--- src/rtl/gpio_alias_pkg.sv ---
package gpio_alias_pkg;

  localparam int WORD_W      = 32;
  localparam int MODE_W      = 4;
  localparam int MODES_PER_W = WORD_W / MODE_W;

  typedef enum logic [1:0] {
    BANK_DIR  = 2'd0,
    BANK_OUT  = 2'd1,
    BANK_IN   = 2'd2,
    BANK_MODE = 2'd3
  } bank_e;

  typedef enum logic [1:0] {
    OP_NONE  = 2'd0,
    OP_WRITE = 2'd1,
    OP_SET   = 2'd2,
    OP_CLEAR = 2'd3
  } op_e;

  typedef struct packed {
    logic       hit;
    bank_e      bank;
    logic [3:0] word;
    op_e        op;
  } dec_t;

  // Bits of word word_idx that hold real state, given total_bits of state.
  function automatic logic [WORD_W-1:0] valid_mask(input int total_bits, input int word_idx);
    int remain;
    remain = total_bits - word_idx * WORD_W;
    if (remain >= WORD_W)  return '1;
    else if (remain <= 0)  return '0;
    else                   return (32'h1 << remain) - 32'h1;
  endfunction

endpackage

--- src/rtl/gpio_alias_decode.sv ---
module gpio_alias_decode
  import gpio_alias_pkg::*;
#(
  parameter int ADDR_W = 12
) (
  input  logic [ADDR_W-1:0] addr,
  output dec_t              dec
);

  logic upper_zero;
  op_e  op_n;

  always_comb begin
    upper_zero = ((addr >> 10) == '0);
    case (addr[3:0])
      4'h0:    op_n = OP_WRITE;
      4'h4:    op_n = OP_SET;
      4'h8:    op_n = OP_CLEAR;
      default: op_n = OP_NONE;
    endcase
    dec.hit  = upper_zero && (op_n != OP_NONE);
    dec.bank = bank_e'(addr[9:8]);
    dec.word = addr[7:4];
    dec.op   = op_n;
  end

endmodule

--- src/rtl/gpio_alias_word.sv ---
module gpio_alias_word
  import gpio_alias_pkg::*;
#(
  parameter int              W    = 32,
  parameter logic [W-1:0]    MASK = '1
) (
  input  logic         clk,
  input  logic         rst_n,
  input  logic         sel,
  input  op_e          op,
  input  logic [W-1:0] wdata,
  output logic [W-1:0] q
);

  logic         en;
  logic [W-1:0] d;

  always_comb begin
    en = sel && (op != OP_NONE);
    case (op)
      OP_WRITE: d = wdata;
      OP_SET:   d = q | wdata;
      OP_CLEAR: d = q & ~wdata;
      default:  d = q;
    endcase
    d = d & MASK;
  end

  always_ff @(posedge clk or negedge rst_n) begin
    if (!rst_n)  q <= '0;
    else if (en) q <= d;
  end

endmodule

--- src/rtl/gpio_in_sync.sv ---
module gpio_in_sync #(
  parameter int N = 40
) (
  input  logic         clk,
  input  logic         rst_n,
  input  logic [N-1:0] raw,
  output logic [N-1:0] synced
);

  logic [N-1:0] stage1;

  always_ff @(posedge clk or negedge rst_n) begin
    if (!rst_n) begin
      stage1 <= '0;
      synced <= '0;
    end else begin
      stage1 <= raw;
      synced <= stage1;
    end
  end

endmodule

--- src/rtl/gpio_alias_bank.sv ---
module gpio_alias_bank
  import gpio_alias_pkg::*;
#(
  parameter int NUM_PINS = 40,
  parameter int ADDR_W   = 12
) (
  input  logic                       clk,
  input  logic                       rst_n,
  input  logic [ADDR_W-1:0]          bus_addr,
  input  logic                       bus_we,
  input  logic [WORD_W-1:0]          bus_wdata,
  output logic [WORD_W-1:0]          bus_rdata,
  input  logic [NUM_PINS-1:0]        pin_in,
  output logic [NUM_PINS-1:0]        pin_oe,
  output logic [NUM_PINS-1:0]        pin_out,
  output logic [NUM_PINS*MODE_W-1:0] pin_mode
);

  localparam int GROUPS     = (NUM_PINS + WORD_W - 1) / WORD_W;
  localparam int MODE_BITS  = NUM_PINS * MODE_W;
  localparam int MODE_WORDS = (NUM_PINS + MODES_PER_W - 1) / MODES_PER_W;
  localparam int DATA_PAD   = GROUPS * WORD_W;
  localparam int MODE_PAD   = MODE_WORDS * WORD_W;

  // Reset: asserted asynchronously, released on the clock.
  logic [1:0] rst_pipe;
  logic       rst_q;

  always_ff @(posedge clk or negedge rst_n) begin
    if (!rst_n) rst_pipe <= '0;
    else        rst_pipe <= {rst_pipe[0], 1'b1};
  end
  assign rst_q = rst_pipe[1];

  dec_t dec;

  gpio_alias_decode #(.ADDR_W(ADDR_W)) u_dec (
    .addr (bus_addr),
    .dec  (dec)
  );

  logic [DATA_PAD-1:0] dir_q;
  logic [DATA_PAD-1:0] out_q;
  logic [MODE_PAD-1:0] mode_q;
  logic [NUM_PINS-1:0] in_sync;
  logic [DATA_PAD-1:0] in_pad;

  for (genvar g = 0; g < GROUPS; g++) begin : g_data
    gpio_alias_word #(.W(WORD_W), .MASK(valid_mask(NUM_PINS, g))) u_dir (
      .clk   (clk),
      .rst_n (rst_q),
      .sel   (bus_we && dec.hit && dec.bank == BANK_DIR && dec.word == 4'(g)),
      .op    (dec.op),
      .wdata (bus_wdata),
      .q     (dir_q[g*WORD_W +: WORD_W])
    );
    gpio_alias_word #(.W(WORD_W), .MASK(valid_mask(NUM_PINS, g))) u_out (
      .clk   (clk),
      .rst_n (rst_q),
      .sel   (bus_we && dec.hit && dec.bank == BANK_OUT && dec.word == 4'(g)),
      .op    (dec.op),
      .wdata (bus_wdata),
      .q     (out_q[g*WORD_W +: WORD_W])
    );
  end

  for (genvar k = 0; k < MODE_WORDS; k++) begin : g_mode
    gpio_alias_word #(.W(WORD_W), .MASK(valid_mask(MODE_BITS, k))) u_mode (
      .clk   (clk),
      .rst_n (rst_q),
      .sel   (bus_we && dec.hit && dec.bank == BANK_MODE && dec.word == 4'(k)),
      .op    (dec.op),
      .wdata (bus_wdata),
      .q     (mode_q[k*WORD_W +: WORD_W])
    );
  end

  gpio_in_sync #(.N(NUM_PINS)) u_sync (
    .clk    (clk),
    .rst_n  (rst_q),
    .raw    (pin_in),
    .synced (in_sync)
  );

  assign in_pad = DATA_PAD'(in_sync);

  // Read path: only plain offsets of existing words return data.
  always_comb begin
    bus_rdata = '0;
    if (dec.hit && dec.op == OP_WRITE) begin
      case (dec.bank)
        BANK_DIR: begin
          for (int i = 0; i < GROUPS; i++)
            if (dec.word == i[3:0]) bus_rdata = dir_q[i*WORD_W +: WORD_W];
        end
        BANK_OUT: begin
          for (int i = 0; i < GROUPS; i++)
            if (dec.word == i[3:0]) bus_rdata = out_q[i*WORD_W +: WORD_W];
        end
        BANK_IN: begin
          for (int i = 0; i < GROUPS; i++)
            if (dec.word == i[3:0]) bus_rdata = in_pad[i*WORD_W +: WORD_W];
        end
        default: begin
          for (int i = 0; i < MODE_WORDS; i++)
            if (dec.word == i[3:0]) bus_rdata = mode_q[i*WORD_W +: WORD_W];
        end
      endcase
    end
  end

  assign pin_oe   = dir_q[NUM_PINS-1:0];
  assign pin_out  = out_q[NUM_PINS-1:0];
  assign pin_mode = mode_q[MODE_BITS-1:0];

endmodule

--- config.mk ---
export PLATFORM = sky130hd
export DESIGN_NAME = gpio_alias_bank
export DESIGN_NICKNAME = d
export VERILOG_FILES = /design/src/rtl/gpio_alias_pkg.sv /design/src/rtl/gpio_alias_decode.sv /design/src/rtl/gpio_alias_word.sv /design/src/rtl/gpio_in_sync.sv /design/src/rtl/gpio_alias_bank.sv
export SDC_FILE = /design/constraint.sdc
export NUM_CORES = 1
export LEC_CHECK = 0
export CAP_MARGIN = 10
export CORE_MARGIN = 2
export CORE_UTILIZATION = 50
export CTS_BUF_LIST = sky130_fd_sc_hd__clkbuf_4
export CTS_CLUSTER_DIAMETER = 60
export DETAILED_ROUTE_END_ITERATION = 10
export GPL_TIMING_DRIVEN = 0
export PLACE_DENSITY = 0.81
export SYNTH_ARGS = -nofsm -noshare
export SYNTH_HDL_FRONTEND = slang
export SYNTH_SLANG_ARGS = --single-unit
--- constraint.sdc ---
create_clock -name clk -period 15 [get_ports clk]
set_input_delay 3 -clock clk [delete_from_list [all_inputs] [get_ports clk]]
set_output_delay 3 -clock clk [all_outputs]
set_load 0.1 [all_outputs]
==> flow_summary.ini, run 1 <==
[run_status]
outcome = finished clean

[synthesis]
yosys_warnings = 0
synth_flop_cell = dfrtp_1
syn-instance-count = 1372
syn-mean-instance-area_um2 = 10.4
ys_ff_latch = 322
syn_area_um2 = 14200
ys_seq_area_share_pct = 56.7
ys_types = 43
async_reset_ff_share_pct = 100
syn_nets = 1459
synth_edf_count = 0

[job]
maxCapViolations = 0

[power_and_ir_drop]
p_switching_uw = 552
power_mw = 1.88
intPower_mw = 1.33
seq_power_share_pct = 48.0
share_comb_of_total_power_pct = 11.7
cellPowerDensity_nw_per_um2 = 98.3
clkPwrFrac_pct = 40.3
switching_share_pct = 29.4
leakage_nw = 8.32
peakVddDrop_v = 0.0000601

[global_route]
grtUsageMet2_pct = 58.3
grt_pass1_wl_mm = 84.3
use_met3_pct = 10.7
grt_max_degree = 73
grt_overflow_total = 0
antenna_found_initial = 3
grt_busiest_layer = met2
track_usage_pct = 37.0
met1_usage_pct = 47.3
first_global_vias = 14200

[worst_setup_path]
worstSetupEndpointType = output pin
path_class = input pin to output pin
cp-start-kind = input pin
critPathArrivalTime_ns = 7.45
required_ns = 12.00
r2r_start = rst_pipe[1]
r2r_setup_slack_ns = 13.39
crit_path_start = bus_addr[4]
crit_fanout = 10

[cells_and_area]
fin_nets = 1875
drive_gt1_share_pct = 12.7
syn2layout_area_growth_pct = 34.5
fin_area_um2 = 19100

[route]
drc = 0
first_iter_violations = 2098
vias = 14200
drt-pass1-iter-count = 7
routed_via_density = 6.38
postRouteAntennaNets = 0
avgRoutedWirePerCell_um = 25.4
wl_mm = 56.7

[placed_design]
placed_area_um2 = 18000
hpwl_mm = 38.6
port_buffers = 325
gp_congestion = 0.945

[hold_path]
hold_path_class = flip-flop to flip-flop
hp-start = u_sync.stage1[17]

[clock_tree]
path_clk_slew_ns = 0.07
htreeDepth = 3
ctsHoldBuffers = 0
ctsResizeCount = 0
cts.sinks = 322
cts_made_buffers = 84
cts_tree = yes
ctsRootBufferMaster = clkbuf_4
cts.path.max_buffers = 3
insertion_delay_ns = 0.73
post_cts_buffers = 0

[sta]
maxSlewViolCount = 0
finalCritPeriodShare_pct = 69.6
setup_tns_ns = 0
hold_viol = 0
worst_pin_slew_ns = 1.21
final-setup-viol-count = 0
hold_slack_ns = 0.334
fin_skew_ns = 0.0494
fmax_mhz = 95.7
rsz0062_at_grt = no
slew-limit-headroom_pct = 18.5
period_needed_ns = 10.45

[floorplanning]
die_x_um = 173
core_um2 = 27900
top_level_ports = 359
die_area_um2 = 29800
die_h_um = 173
start_util_pct = 51.0
rows = 61
Yosys cell counts, drive strengths merged (5+ instances only):
cell / count / share of area [%]
dfrtp: 322 / 57
nor2: 36 / 0.95
clkbuf: 78 / 2.1
nor4: 11 / 1.3
o22ai: 8 / 0.35
xor2: 32 / 2.0
o22a: 23 / 1.4
mux2: 23 / 1.8
a211oi: 27 / 1.4
a221o: 8 / 0.56
mux2i: 49 / 3.5
nand2: 34 / 0.90
o21ai: 29 / 1.0
nor3: 5 / 0.18
a21oi: 558 / 20
buf: 61 / 2.5
nor3b: 23 / 1.2
a221oi: 8 / 0.49
o2bb2ai: 8 / 0.49
final cells by class:
type                            count  area [um^2]
Buffer                            139          643
Multi-Input combinational cell    909         5500
Clock buffer                      125          938
Sequential cell                   322         8060
Inverter                            2         7.51
Fill cell                        2136         8750
Clock inverter                     22          110
Tap cell                          378          473
Timing Repair Buffer              330         3370
Antenna cell                        3         7.51
metal layers:
layer	part of all wire, %	up-vias	wire, um
li1	-	5875	-
met1	37	6910	20900
met2	46	1229	26000
met3	13	205	7180
met4	4.6	2	2630
met5	0.023	-	13
placed cells by master (no fill, tap or decap), types with 5 or more instances in the layout:
| master | synthesis | routed |
|---|---|---|
| a211oi_1 | 27 | 27 |
| nor3b_1 | 23 | 23 |
| clkbuf_4 | 0 | 125 |
| clkdlybuf4s50_1 | 0 | 325 |
| nor3_1 | 5 | 5 |
| a221o_1 | 8 | 8 |
| a21oi_1 | 558 | 558 |
| dfrtp_1 | 322 | 321 |
| buf_2 | 40 | 41 |
| o2bb2ai_1 | 8 | 8 |
| mux2i_1 | 49 | 49 |
| buf_1 | 5 | 5 |
| buf_4 | 13 | 13 |
| clkinv_1 | 0 | 13 |
| mux2_2 | 23 | 23 |
| o22ai_1 | 8 | 8 |
| clkbuf_1 | 78 | 78 |
| a221oi_1 | 8 | 8 |
| nand2_1 | 34 | 34 |
| nor4_4 | 7 | 7 |
| xor2_1 | 32 | 32 |
| o21ai_0 | 29 | 29 |
| o22a_1 | 23 | 23 |
| nor2_1 | 36 | 36 |
power groups by stage:
stage / combinational [mW] / clock, mW / sequential (mW)
final: 0.219 / 0.758 / 0.901
after global placement: 0.194 / 0 / 0.931
after floorplan: 0.0752 / 0 / 0.979
after global routing: 0.229 / 0.805 / 0.903
after detailed placement: 0.215 / 0 / 0.917
after CTS: 0.216 / 0.761 / 0.901
stage by stage:
stage               std cells  utilization, %  setup WS (ns)
floorplan                1372               -           5.33
global placement         2075            64.4           2.17
detailed placement       2079            64.8           4.70
CTS                      2226            68.6           4.67
global route             2229            68.6           4.41
finish                   2230            68.6           4.55
state kept, by name (all words and copies together), names as in the netlist:
signal and flops:
g_data.u_out.q 40, g_mode.u_mode.q 160, rst_pipe 2, u_sync.synced 40, u_sync.stage1 40, g_data.u_dir.q 40
worst paths after layout:
kind / depth (start not counted) / endpoint
worst max-delay path: 8 / bus_rdata[21]
worst min-delay path: 0 / u_sync.synced[17]
worst max register to register: 2 / g_data[1].u_dir.q[0]
worst min register to register: 0 / u_sync.synced[17]
max in group asynchronous: 1 / rst_pipe[1]
min in group asynchronous: 0 / g_mode[3].u_mode.q[17]
critical path: stages:
cell and delay (ns):
clkdlybuf4s50_1 0.52, clkbuf_1 0.29, nor4b_1 0.84, buf_2 0.41, buf_1 0.65, nand2_1 0.11
a211oi_1 0.41, clkdlybuf4s50_1 1.22
kinds of logic after synthesis:
group	after synthesis	synth area share [%]
muxes	72	5.27
and+or+nand+nor	132	5.83
other	1	0.0264
AOI/OAI and AO/OA	672	25.6
xor gates and xnor gates	32	1.97
buffers and inverters	141	4.58
DFF	322	56.7
Note: power is estimated with default switching activity, not from simulation.
==> inputs of run 2 (changes only) <==
--- a/config.mk
+++ b/config.mk
@@ -7,12 +7,12 @@
 export LEC_CHECK = 0
 export CAP_MARGIN = 10
 export CORE_MARGIN = 2
-export CORE_UTILIZATION = 50
+export CORE_UTILIZATION = 46
 export CTS_BUF_LIST = sky130_fd_sc_hd__clkbuf_4
 export CTS_CLUSTER_DIAMETER = 60
 export DETAILED_ROUTE_END_ITERATION = 10
 export GPL_TIMING_DRIVEN = 0
-export PLACE_DENSITY = 0.81
+export PLACE_DENSITY = 0.79
 export SYNTH_ARGS = -nofsm -noshare
 export SYNTH_HDL_FRONTEND = slang
 export SYNTH_SLANG_ARGS = --single-unit
==> constraint.sdc (replaced) <==
create_clock -name clk -period 9.2 [get_ports clk]
set_input_delay 1.84 -clock clk [delete_from_list [all_inputs] [get_ports clk]]
set_output_delay 1.84 -clock clk [all_outputs]
set_load 0.1 [all_outputs]
==> run 2 against run 1 <==
Compared with the run above:
- critical path depth rose by 1
- clock skew rose by 0.029 ns
- sequential share of layout area about the same
- die area up 8.5%
- clock-buffer cell count is 4 lower
- register-to-register slack worse by 6.2 ns
- critical endpoint is now bus_rdata[23]
- sequential power grew 63%
- utilization shrank 6.0 points
- worst hold slack worse by 0.011 ns
- largest power group unchanged
- combinational power rose by 63%
==> flow_summary.ini, run 2 (synthesis gave the netlist of run 1 again) <==
[cells_and_area]
final_common_cell = a21oi_1
seq_area_um2 = 8060
mostFrequentLayoutCells = a21oi_1 (558), clkdlybuf4s50_1 (325), dfrtp_1 (321)
fin_nets = 1875
finalNonFillerCells = 2242
drive_gt1_share_pct = 12.3
fillers = 2538
largest-register = g_mode.u_mode.q
largest_reg_flops = 160
multi_input_area_um2 = 5500
syn2layout_area_growth_pct = 34.4

[clock_tree]
ctsHoldBuffers = 0
cts_tree = yes
htreeDepth = 3
post_cts_buffers = 0
path_clk_slew_ns = 0.06
cts_made_buffers = 84
ctsResizeCount = 0
cts.path.max_buffers = 3
insertion_delay_ns = 0.73
ctsRootBufferMaster = clkbuf_4
cts.sinks = 322

[power_and_ir_drop]
peakVddDrop_v = 0.000110
leakage_nw = 8.31
intPower_mw = 2.14
share_comb_of_total_power_pct = 11.7
cellPowerDensity_nw_per_um2 = 159
seq_power_share_pct = 48.5
p_switching_uw = 889
switching_share_pct = 29.3
clkPwrFrac_pct = 39.8

[sta]
finalCritPeriodShare_pct = 88.1
setup_tns_ns = 0
fmax_mhz = 123
fin_skew_ns = 0.0779
hold_viol = 0
worst_slack_ns = 1.09
final-setup-viol-count = 0
maxSlewViolCount = 0
slew-limit-headroom_pct = 10.3
worst_pin_slew_ns = 1.34
rsz0062_at_grt = no
period_needed_ns = 8.11

[global_route]
first_global_vias = 13900
grt_max_degree = 73
grt_pass1_wl_mm = 84.2
antenna_found_initial = 2
grt_overflow_total = 0
track_usage_pct = 34.0

[worst_setup_path]
critPathSlowestCell = clkdlybuf4s50_1
required_ns = 7.36
crit_top_cell = clkbuf_1
path_cells = clkdlybuf4s50_1 -> clkbuf_1 -> nor2_1 -> and2_1 -> clkbuf_1 -> clkbuf_1 -> a21oi_1 -> a211oi_1 -> clkdlybuf4s50_1
worst_path_largest_cell_delay_ns = 1.21
cpLargestDelayFamily = buffers and inverters
crit_fanout = 10
critPathArrivalTime_ns = 6.27
worstSetupEndpointType = output pin
crit_buf_inv = 5
cp-start-kind = input pin
path_class = input pin to output pin

[route]
routed_via_density = 6.27
wl_mm = 56.9
avgRoutedWirePerCell_um = 25.4
vias = 14100
drt-pass1-iter-count = 7
first_iter_violations = 1786
postRouteAntennaNets = 0
drc = 0

[placed_design]
dp.cells = 2098
hpwl_mm = 39.3
place_ws_ns = 1.25
gp_congestion = 0.933
port_buffers = 325

[floorplanning]
die_x_um = 180
die_h_um = 180
top_level_ports = 359
die_area_um2 = 32300
start_util_pct = 46.6
core_um2 = 30500
rows = 64

[run_status]
outcome = finished clean

[hold_path]
hold_path_class = flip-flop to flip-flop

[job]
maxCapViolations = 0
==> run 2: changes by cell type in the layout (fill, tap and decap cells not counted) <==
cell        change
clkinv_1        +2
clkinv_2        -2
clkinvlp_4      -3
clkinv_4        +2
diode_2         -1
clkbuf_4        -4
==> run 2: final timing paths <==
kind	from	end	slack [ns]	cells past startpoint
worst max-delay path	bus_addr[7]	bus_rdata[23]	1.09	9
worst max register to register	rst_pipe[1]	g_data[0].u_dir.q[1]	7.23	3
max in group asynchronous	rst_pipe[1]	g_data[0].u_dir.q[1]	7.23	3
min in group asynchronous	rst_pipe[1]	g_mode[1].u_mode.q[16]	0.41	0
worst min-delay path	u_sync.stage1[34]	u_sync.synced[34]	0.32	0
worst min register to register	u_sync.stage1[34]	u_sync.synced[34]	0.32	0
==> run 2: layer usage <==
metal / vias up / part of all wire [%] / GRT usage [%]
li1: 5873 / - / -
met1: 6831 / 37 / 43.4
met2: 1123 / 45 / 52.8
met3: 230 / 12 / 9.16
met4: 0 / 5.6 / 18.8
met5: - / 0 / 0
==> run 2: area by class of cell <==
type / count / share of cell area [%]
Clock inverter: 21 / 0.537
Sequential cell: 322 / 42.2
Inverter: 2 / 0.0393
Tap cell: 396 / 2.60
Antenna cell: 2 / 0.0262
Multi-Input combinational cell: 909 / 28.8
Timing Repair Buffer: 330 / 17.6
Buffer: 139 / 3.37
Clock buffer: 121 / 4.76
==> run 2: stage by stage <==
stage	hold slack [ns]	instance area [um^2]	power, mW	util, %
6_report	0.323	19100	3.03	62.6
5_1_grt	0.322	19100	3.14	62.6
3_3_place_gp	0.332	18000	1.83	58.9
4_1_cts	0.315	19100	3.04	62.6
2_1_floorplan	0.331	14200	1.72	-
3_5_place_dp	0.335	18100	1.84	59.3
==> run 2: worst reg2reg max path: stages (launching register included) <==
cell	delay, ns
dfrtp_4	0.93
buf_16	0.39
buf_16	0.32
buf_16	0.36
==> run 2: power groups by stage <==
stage               clock, mW  combinational (mW)  sequential (mW)
detailed placement          0               0.350             1.49
floorplan                   0               0.123             1.60
CTS                      1.22               0.351             1.47
global route             1.30               0.373             1.47
global placement            0               0.316             1.52
finish                   1.21               0.356             1.47
